### src/rtl/stby_pkg.sv
package stby_pkg;

  typedef enum logic [1:0] {
    PM_FULL = 2'b00,
    PM_LITE = 2'b01,
    PM_MID  = 2'b10,
    PM_DEEP = 2'b11
  } pmode_e;

  typedef enum logic [1:0] {
    SQ_RUN,
    SQ_DARK,
    SQ_SETTLE,
    SQ_PULSE
  } seq_e;

  // one-hot standby level for a mode value
  function automatic logic [2:0] lvl_of(pmode_e m);
    logic [2:0] r;
    case (m)
      PM_LITE: r = 3'b001;
      PM_MID:  r = 3'b010;
      PM_DEEP: r = 3'b100;
      default: r = 3'b000;
    endcase
    return r;
  endfunction

  // true when a zero-based counter sits on the last cycle of a window
  function automatic logic at_last(int unsigned cnt, int unsigned len);
    return (cnt + 1) == len;
  endfunction

endpackage

### src/rtl/stby_mode_reg.sv
module stby_mode_reg
  import stby_pkg::*;
(
  input  logic       clk,
  input  logic       rst_n,
  input  logic       mode_wr,
  input  logic [1:0] mode_wdata,
  input  seq_e       seq_st,
  input  logic       seq_done,
  output pmode_e     mode_q,
  output logic       go_dark,
  output logic       go_settle
);

  pmode_e wdata_e;
  pmode_e pend_q;
  pmode_e apply_val;
  logic   pend_vld_q;
  logic   run_wr;
  logic   busy_wr;
  logic   late_apply;

  assign wdata_e    = pmode_e'(mode_wdata);
  assign run_wr     = mode_wr && (seq_st == SQ_RUN);
  assign busy_wr    = mode_wr && ((seq_st == SQ_SETTLE) || (seq_st == SQ_PULSE));
  assign go_settle  = mode_wr && (seq_st == SQ_DARK) && (wdata_e != PM_DEEP);
  assign late_apply = seq_done && (busy_wr || pend_vld_q);
  assign apply_val  = busy_wr ? wdata_e : pend_q;
  assign go_dark    = (run_wr && (wdata_e == PM_DEEP)) ||
                      (late_apply && (apply_val == PM_DEEP));

  always_ff @(posedge clk or negedge rst_n) begin
    if (!rst_n) begin
      mode_q <= PM_FULL;
    end else if (run_wr || go_settle) begin
      mode_q <= wdata_e;
    end else if (late_apply) begin
      mode_q <= apply_val;
    end
  end

  always_ff @(posedge clk or negedge rst_n) begin
    if (!rst_n) begin
      pend_vld_q <= 1'b0;
      pend_q     <= PM_FULL;
    end else if (seq_done) begin
      pend_vld_q <= 1'b0;
    end else if (busy_wr) begin
      pend_vld_q <= 1'b1;
      pend_q     <= wdata_e;
    end
  end

  // no held write survives past the end of the sequence
  p_pend_drop_r7: assert property (@(posedge clk) disable iff (!rst_n)
    seq_done |=> !pend_vld_q);

endmodule

### src/rtl/stby_seq.sv
module stby_seq
  import stby_pkg::*;
#(
  parameter int unsigned SETTLE_CYC = 17,
  parameter int unsigned RST_CYC    = 4
) (
  input  logic clk,
  input  logic rst_n,
  input  logic go_dark,
  input  logic go_settle,
  output seq_e st_q,
  output logic seq_done
);

  localparam int unsigned CNT_MAX = (SETTLE_CYC > RST_CYC) ? SETTLE_CYC : RST_CYC;
  localparam int unsigned CW      = $clog2(CNT_MAX + 1);

  seq_e          st_d;
  logic [CW-1:0] cnt_q;
  logic [CW-1:0] cnt_d;
  logic          settle_end;

  assign settle_end = (st_q == SQ_SETTLE) && at_last(32'(cnt_q), SETTLE_CYC);
  assign seq_done   = (st_q == SQ_PULSE) && at_last(32'(cnt_q), RST_CYC);

  always_comb begin
    st_d  = st_q;
    cnt_d = cnt_q;
    case (st_q)
      SQ_RUN: begin
        if (go_dark) st_d = SQ_DARK;
      end
      SQ_DARK: begin
        if (go_settle) begin
          st_d  = SQ_SETTLE;
          cnt_d = '0;
        end
      end
      SQ_SETTLE: begin
        if (settle_end) begin
          st_d  = SQ_PULSE;
          cnt_d = '0;
        end else begin
          cnt_d = cnt_q + 1'b1;
        end
      end
      default: begin
        if (seq_done) begin
          st_d  = go_dark ? SQ_DARK : SQ_RUN;
          cnt_d = '0;
        end else begin
          cnt_d = cnt_q + 1'b1;
        end
      end
    endcase
  end

  always_ff @(posedge clk or negedge rst_n) begin
    if (!rst_n) begin
      st_q  <= SQ_RUN;
      cnt_q <= '0;
    end else begin
      st_q  <= st_d;
      cnt_q <= cnt_d;
    end
  end

  // checker: independent count of the cycles spent settling
  logic [CW-1:0] chk_q;
  always_ff @(posedge clk or negedge rst_n) begin
    if (!rst_n) begin
      chk_q <= '0;
    end else if (st_q == SQ_DARK) begin
      chk_q <= '0;
    end else if ((st_q == SQ_SETTLE) && (32'(chk_q) < CNT_MAX)) begin
      chk_q <= chk_q + 1'b1;
    end
  end

  // the reset pulse never starts before the full settle interval
  p_settle_len_r5: assert property (@(posedge clk) disable iff (!rst_n)
    ((st_q == SQ_PULSE) && ($past(st_q) == SQ_SETTLE)) |-> (32'(chk_q) == SETTLE_CYC));

  // settling can only start from the dark state
  p_settle_entry_r4: assert property (@(posedge clk) disable iff (!rst_n)
    ((st_q == SQ_SETTLE) && ($past(st_q) != SQ_SETTLE)) |-> ($past(st_q) == SQ_DARK));

endmodule

### src/rtl/stby_out_map.sv
module stby_out_map
  import stby_pkg::*;
#(
  parameter int unsigned N_GRP = 4
) (
  input  pmode_e            mode_q,
  input  seq_e              st_q,
  input  logic [N_GRP-1:0]  outctl,
  output logic [N_GRP-1:0]  drv_en,
  output logic              drv_off,
  output logic              osc_en,
  output logic              core_rst,
  output logic              ready,
  output logic [2:0]        stby_lvl
);

  logic run;
  logic ctl_owns;

  assign run      = (st_q == SQ_RUN);
  // output control wins in full power and the light standby levels only
  assign ctl_owns = run && (mode_q != PM_DEEP);

  for (genvar g = 0; g < N_GRP; g++) begin : g_grp
    assign drv_en[g] = ctl_owns && !outctl[g];
  end

  assign drv_off  = !ctl_owns;
  assign osc_en   = (st_q != SQ_DARK);
  assign core_rst = (st_q == SQ_PULSE);
  assign ready    = run;
  assign stby_lvl = lvl_of(mode_q);

endmodule

### src/rtl/stby_ctrl.sv
module stby_ctrl
  import stby_pkg::*;
#(
  parameter int unsigned N_GRP      = 4,
  parameter int unsigned SETTLE_CYC = 17,
  parameter int unsigned RST_CYC    = 4
) (
  input  logic             clk,
  input  logic             rst_n,
  input  logic             mode_wr,
  input  logic [1:0]       mode_wdata,
  input  logic [N_GRP-1:0] outctl,
  output logic [N_GRP-1:0] drv_en,
  output logic             drv_off,
  output logic             osc_en,
  output logic             core_rst,
  output logic             ready,
  output logic [2:0]       stby_lvl
);

  pmode_e mode_q;
  seq_e   st_q;
  logic   seq_done;
  logic   go_dark;
  logic   go_settle;

  stby_mode_reg u_mode (
    .clk        (clk),
    .rst_n      (rst_n),
    .mode_wr    (mode_wr),
    .mode_wdata (mode_wdata),
    .seq_st     (st_q),
    .seq_done   (seq_done),
    .mode_q     (mode_q),
    .go_dark    (go_dark),
    .go_settle  (go_settle)
  );

  stby_seq #(
    .SETTLE_CYC (SETTLE_CYC),
    .RST_CYC    (RST_CYC)
  ) u_seq (
    .clk       (clk),
    .rst_n     (rst_n),
    .go_dark   (go_dark),
    .go_settle (go_settle),
    .st_q      (st_q),
    .seq_done  (seq_done)
  );

  stby_out_map #(
    .N_GRP (N_GRP)
  ) u_map (
    .mode_q   (mode_q),
    .st_q     (st_q),
    .outctl   (outctl),
    .drv_en   (drv_en),
    .drv_off  (drv_off),
    .osc_en   (osc_en),
    .core_rst (core_rst),
    .ready    (ready),
    .stby_lvl (stby_lvl)
  );

  // with the oscillator stopped every driver is off
  p_dark_drv_r3: assert property (@(posedge clk) disable iff (!rst_n)
    !osc_en |-> ((drv_en == '0) && drv_off));

  // the oscillator is only stopped in standby 3
  p_dark_mode_r1: assert property (@(posedge clk) disable iff (!rst_n)
    !osc_en |-> (stby_lvl == 3'b100));

  // the core is never reset without a running oscillator
  p_rst_osc_r4: assert property (@(posedge clk) disable iff (!rst_n)
    core_rst |-> osc_en);

  // end of the reset pulse brings ready, or a direct return to standby 3
  p_ready_rel_r6: assert property (@(posedge clk) disable iff (!rst_n)
    $fell(core_rst) |-> (ready || !osc_en));

endmodule

### config.mk
export PLATFORM = sky130hd
export DESIGN_NAME = stby_ctrl
export DESIGN_NICKNAME = d
export VERILOG_FILES = /design/src/rtl/stby_pkg.sv /design/src/rtl/stby_mode_reg.sv /design/src/rtl/stby_seq.sv /design/src/rtl/stby_out_map.sv /design/src/rtl/stby_ctrl.sv
export SDC_FILE = /design/constraint.sdc
export NUM_CORES = 1
export LEC_CHECK = 0
export CAP_MARGIN = 25
export CORE_MARGIN = 4
export CORE_UTILIZATION = 45
export CTS_CLUSTER_SIZE = 25
export DETAILED_ROUTE_END_ITERATION = 16
export DONT_BUFFER_PORTS = 1
export PLACE_DENSITY = 0.59
export SYNTH_ARGS = -nofsm -noshare
export SYNTH_HDL_FRONTEND = slang
export SYNTH_SLANG_ARGS = --single-unit
export TNS_END_PERCENT = 20
### constraint.sdc
create_clock -name clk -period 4.8 [get_ports clk]
set_input_delay 0.48 -clock clk [delete_from_list [all_inputs] [get_ports clk]]
set_output_delay 0.48 -clock clk [all_outputs]
set_load 0.005 [all_outputs]
# [After elaboration in Yosys (flattened, before gate mapping)]
# Cells that the tools add are included.
# Widths: inputs -> output; s select.
[classes] add_sub_neg=2 multipliers=0 div_mod_pow=0 n_lt_le_gt_ge=0 eq_ne=16 shifts=0 muxes=16 bitwise_logic=1 reduce_logical=29
[ops] op="$eq 32x3->1 const B" n=1
[ops] op="$eq 32x5->1 const B" n=1
[ops] op="$mux 5" n=3
[ops] op="$pmux 5 s3" n=1
[ops] op="$logic_and 1x1->1" n=14
[ops] op="$mux 2" n=7
[ops] op="$eq 2x2->1 const B" n=6
[ops] op="$pmux 3 s3" n=1
[ops] op="$add 5x1->6 const B" n=1
[ops] op="$ne 2x1->1 const B" n=3
[ops] op="$ne 2x2->1 const B" n=3
[ops] op="$pmux 2 s3" n=1
[ops] op="$add 5x1->5 const B" n=1
[ops] op="$logic_not 1->1" n=5
[ops] op="$eq 2x1->1 const B" n=2
[ops] op="$logic_or 1x1->1" n=4
[ops] op="$reduce_and 4->1" n=1
[ops] op="$reduce_bool 2->1" n=2
[ops] op="$reduce_bool 4->1" n=1
[ops] op="$mux 1" n=3
[ops] op="$logic_not 2->1" n=1
[ops] op="$reduce_and 2->1" n=1
[ops] op="$not 1->1" n=1
[word_totals] reg_bits=12 latchBits=0 ramBits=0 rom_bits=0 inputBits=9 out_inout_bits=11 wordCells=69 mem_count=0

# [Depth between registers and ports, before layout]
[depth] word_depth=10 depth_mapped=7 mapped_depth_nobuf=7

# [By module]
# A second synthesis with hierarchy kept.
[unflattened] cells_unflattened=102 hier_area_um2=960.9
[modules_own_cells] mod="stby_seq" instances=1 cells_each=63 area_per_inst_um2=596.8 seq_area_each_um2=175.2
[modules_own_cells] mod="stby_mode_reg" instances=1 cells_each=28 area_per_inst_um2=279.0 seq_area_each_um2=125.1
[modules_own_cells] mod="stby_out_map" instances=1 cells_each=11 area_per_inst_um2=85.1 seq_area_each_um2=0.0

# [Worst setup path before layout]
# OpenSTA, ideal clock, no wires.
[synth_timing] kind="reg2reg" startpoint="register u_seq.st_q[0]" endpoint="register u_seq.st_q[0]" setup_ns=0.128 arrival_time_ns=1.831 required_ns=4.672 path_slack_ns=2.842 stages_incl_launch_ff=7 n_path_buf=0 synth_period_minus_slack_ns=1.958 path_cell_list="dfrtp_1 ha_1 o21ai_2 mux2i_1 a31oi_1 a211oi_2 mux2_1"
[synth_between] elab_chain_cells=10 word_cells_on_any_way=26 cone_classes="7 x eq/ne; 4 x mux; 15 x reduce/logical"
[synth_rtl] item="start, declared" line="stby_seq.sv:11" source="output seq_e st_q,"
[synth_rtl] item="start signal, assigned" line="stby_seq.sv:63" source="st_q <= st_d;"
[synth_rtl] item="$eq 2x2->1 (*)"
[synth_rtl] item="via core_rst" line="stby_ctrl.sv:16" source="output logic core_rst,"
[synth_rtl] item="$logic_or 1x1->1" line="stby_mode_reg.sv:25" source="assign busy_wr = mode_wr && ((seq_st == SQ_SETTLE) || (seq_st == SQ_PULSE));"
[synth_rtl] item="$logic_and 1x1->1" line="stby_mode_reg.sv:25"
[synth_rtl] item="$mux 2 / $logic_or 1x1->1 (equally long branches)" line="stby_mode_reg.sv:28, stby_mode_reg.sv:27"
[synth_rtl] item="$eq 2x2->1 / $logic_and 1x1->1 (equally long branches)" line="stby_mode_reg.sv:30, stby_mode_reg.sv:27"
[synth_rtl] item="$logic_and 1x1->1" line="stby_mode_reg.sv:30" source="(late_apply && (apply_val == PM_DEEP));"
[synth_rtl] item="$logic_or 1x1->1" line="stby_mode_reg.sv:29" source="assign go_dark = (run_wr && (wdata_e == PM_DEEP)) ||"
[synth_rtl] item="$mux 1" line="stby_seq.sv:49" source="st_d = go_dark ? SQ_DARK : SQ_RUN;"
[synth_rtl] item="$mux 2" line="stby_seq.sv:48" source="if (seq_done) begin"
[synth_rtl] item="$pmux 2 s3" line="stby_seq.sv:29" source="case (st_q)"
# Mark *: on every way through the listed nets, which the timed path passes. The rest lies on a longest branch. The select of a mux whose other input is x is not followed.
# A chain may end at the register's enable or synchronous reset.

# [Worst setup path after layout]
# Same ends and word-level chain as after synthesis.

==> impl_metrics.csv <==
group,metric,value,unit
yosys,synth_nets,115,
cells_and_area,antenna_cells,0,
yosys,ys_warn_count,0,
detailed_routing,routed_wl,1740,µm
global_route,grt_pass1_vias,664,
floorplanning,start_util,0.491,
yosys,synth_xor_area_frac,0.0286,
yosys,ys_types,32,
global_route,grt_usage,0.146,
cells_and_area,final_area,950,µm²
detailed_routing,vias_per_cell,5.49,
pwr,p_leak,0.430,nW
detailed_routing,drc,0,
setup_path,critPathLaunch,"u_seq.st_q[0]$_DFFE_PN0P_",
floorplanning,ios,20,
floorplanning,die_area,0.00272,mm²
floorplanning,rows,15,
sta,maxSlewViolCount,0,
setup_path,reg2reg_depth,6,
setup_path,endpoint_kind,"flip-flop",
sta,skew,0.00224,ns
yosys,synth_compound_area_frac,0.190,
setup_path,cp_data_required_time,4.96,ns
sta,layout_worst_path_cycle_share,0.445,
clocking,post_cts_buffers,0,
yosys,synthCells,99,
setup_path,worst_ep_arrival_time,2.30,ns
detailed_routing,vias,703,
setup_path,critPathMaxFanout,6,
placement,place_worst_setup_slack,2.69,ns
sta,fin_crit,2.14,ns
clocking,clk_pin_slew,0.08,ns
setup_path,cp-endpoint,"u_seq.st_q[0]$_DFFE_PN0P_",
setup_path,worstReg2RegEnd,"u_seq.st_q[0]$_DFFE_PN0P_",
worst_hold_path,hold_start,"mode_wdata[0]",
pwr,vdd_drop_max,0.000305,V
sta,tightest_slew,0.563,ns
cells_and_area,finish.utilization,0.533,
pwr,power.density,642,mW/mm²
placement,placed_area,903,µm²
clocking,htreeDepth,1,
clocking,cts_root_buffer,"clkbuf_4",
global_route,grt_overflow,0,
cells_and_area,synthToLayoutAreaGrowth,8.43,%
sta,fmax,468,MHz
worst_hold_path,hold_path_class,"in -> reg",
yosys,synth-simple-area-share,0.219,
global_route,grt_max_degree,13,
sta,setup_ws,2.66,ns
sta,rsz0062_at_grt,"false",
setup_path,crit_type,"reg -> reg",
clocking,cts_buffers,3,
sta,fin_tns_setup,0,ns
pwr,power,0.609,mW
clocking,clock_sinks,12,
clocking,clockBufferDepth,2,
global_route,antenna_found_initial,0,
sta,hold_violations,0,
floorplanning,die_y,52.1,µm
clocking,cts_tree,"built",
detailed_routing,wl_per_cell,13.6,µm
cells_and_area,nets,120,
clocking,clkLatencyLatePin,0.27,ns
yosys,netlist_area,876,µm²
sta,relSlewSlack,0.623,
yosys,avgSynthCellArea,8.85,µm²
status,status,"completed",
floorplanning,fp.dieW,52.1,µm
cells_and_area,drive_gt1_frac,0.126,
setup_path,reg2reg_from,"u_seq.st_q[0]$_DFFE_PN0P_",
yosys,synth_mux_area_frac,0.0857,
floorplanning,core,0.00178,mm²
yosys,synth_top_family_by_area,"simple AND/OR/NAND/NOR gates",
yosys,ys_seq_area_frac,0.343,
sta,finalSetupViolations,0,
setup_path,worstSetupStartpointType,"flip-flop",
placement,dp_hpwl,1360,µm
yosys,synth_adder_area_share,0.100,
run,cap_violations,0,
detailed_routing,first_iter_violations,5,
detailed_routing,antenna_left,0,
cells_and_area,final_cell_mix,"nand2_1 (12), dfrtp_1 (12), nor2_1 (11)",
placement,port_buffers,0,
yosys,ys_seq_elements,12,
detailed_routing,firstDrtPassIters,3,
setup_path,reg2reg_setup_slack,2.66,ns
placement,gp_congestion,0.750,
global_route,grt_pass1_wl,2930,µm
## where the power goes
| part | switching [mW] | internal (mW) | leakage [nW] |
|---|---|---|---|
| registers | 0.0406 | 0.145 | 0.147 |
| clock network | 0.0354 | 0.0461 | 0.0210 |
| logic | 0.206 | 0.136 | 0.262 |
## worst min path at each step
| stage | to | cells after the start |
|---|---|---|
| after floorplan | u_mode.mode_q[0]$_DFFE_PN0P_ | 0 |
| after global placement | u_mode.pend_q[1]$_DFFE_PN0N_ | 0 |
| after detailed placement | u_mode.pend_q[0]$_DFFE_PN0N_ | 0 |
| after CTS | u_mode.mode_q[1]$_DFFE_PN0P_ | 1 |
| after global routing | u_mode.mode_q[0]$_DFFE_PN0P_ | 1 |
| final | u_mode.mode_q[0]$_DFFE_PN0P_ | 1 |
## cell families (layout without fill, tap and decap cells)
logic type / after synthesis / count (layout)
xor+xnor: 2 / 2
simple gates: 38 / 38
fa+ha+maj: 7 / 7
flops: 12 / 12
buf+inv: 8 / 12
mux: 7 / 7
compound gates: 25 / 25
## layer usage
| layer | global-route usage | wire length [µm] | up-vias |
|---|---|---|---|
| li1 | - | - | 357 |
| met1 | 0.179 | 853 | 327 |
| met2 | 0.228 | 739 | 17 |
| met3 | 0.0516 | 127 | 2 |
| met4 | 0.0655 | 17 | 0 |
| met5 | 0 | 0 | - |
## per-stage QoR
step           std cells  hold WS, ns
2_1_floorplan         99        0.184
3_3_place_gp         123        0.185
3_5_place_dp         123        0.185
4_1_cts              128        0.332
5_1_grt              128        0.325
6_report             128        0.345
## layout make-up
cell class              count  area [µm²]
clock buffers               4        36.3
fillers                   157         833
inverters                   7        26.3
multi-input cells          79         546
flip-flops and latches     12         300
well taps                  25        31.3
repair buffers              1        10.0
## Yosys cell counts
cell / n / area (µm²)
nor3_4: 1 / 16.3
a21oi_1: 4 / 20.0
dfrtp_1: 12 / 300
nand2b_1: 1 / 6.26
ha_1: 7 / 87.6
a211oi_2: 1 / 12.5
and2_1: 1 / 6.26
a21bo_2: 1 / 10.0
mux2_2: 3 / 33.8
xnor2_1: 1 / 8.76
mux2i_1: 3 / 30.0
and4bb_2: 1 / 12.5
a31oi_1: 2 / 12.5
o21ai_1: 6 / 30.0
o2bb2ai_1: 1 / 8.76
o22ai_1: 1 / 6.26
nand4_1: 1 / 6.26
a21o_1: 1 / 7.51
o21ai_0: 3 / 15.0
nor2_1: 11 / 41.3
nand3_1: 6 / 30.0
and2b_1: 1 / 7.51
clkbuf_1: 1 / 3.75
nor3_1: 1 / 5.00
mux2_1: 1 / 11.3
nand2_1: 12 / 45.0
nand4b_1: 1 / 8.76
nor2b_1: 1 / 6.26
o21ai_2: 1 / 8.76
a22o_1: 4 / 35.0
xor2_2: 1 / 16.3
inv_1: 7 / 26.3
## critical path, stage by stage (launching register included)
cell      delay (ns)
dfrtp_1         0.41
ha_1            0.29
o21ai_2         0.29
mux2i_1         0.27
a31oi_1         0.14
a211oi_2        0.27
mux2_1          0.34
## registers in the layout, indices dropped and copies added, names as in the netlist
signal             cells
u_seq.cnt_q            5
u_mode.mode_q          2
u_mode.pend_q          2
u_seq.st_q             2
u_mode.pend_vld_q      1
## timing repair
| action | CTS | global route |
|---|---|---|
| gates resized for setup | 0 | 0 |
| hold buffers | 1 | 0 |
| endpoints found under the hold margin | 12 | 0 |
Power figures use the tool's default switching activity.
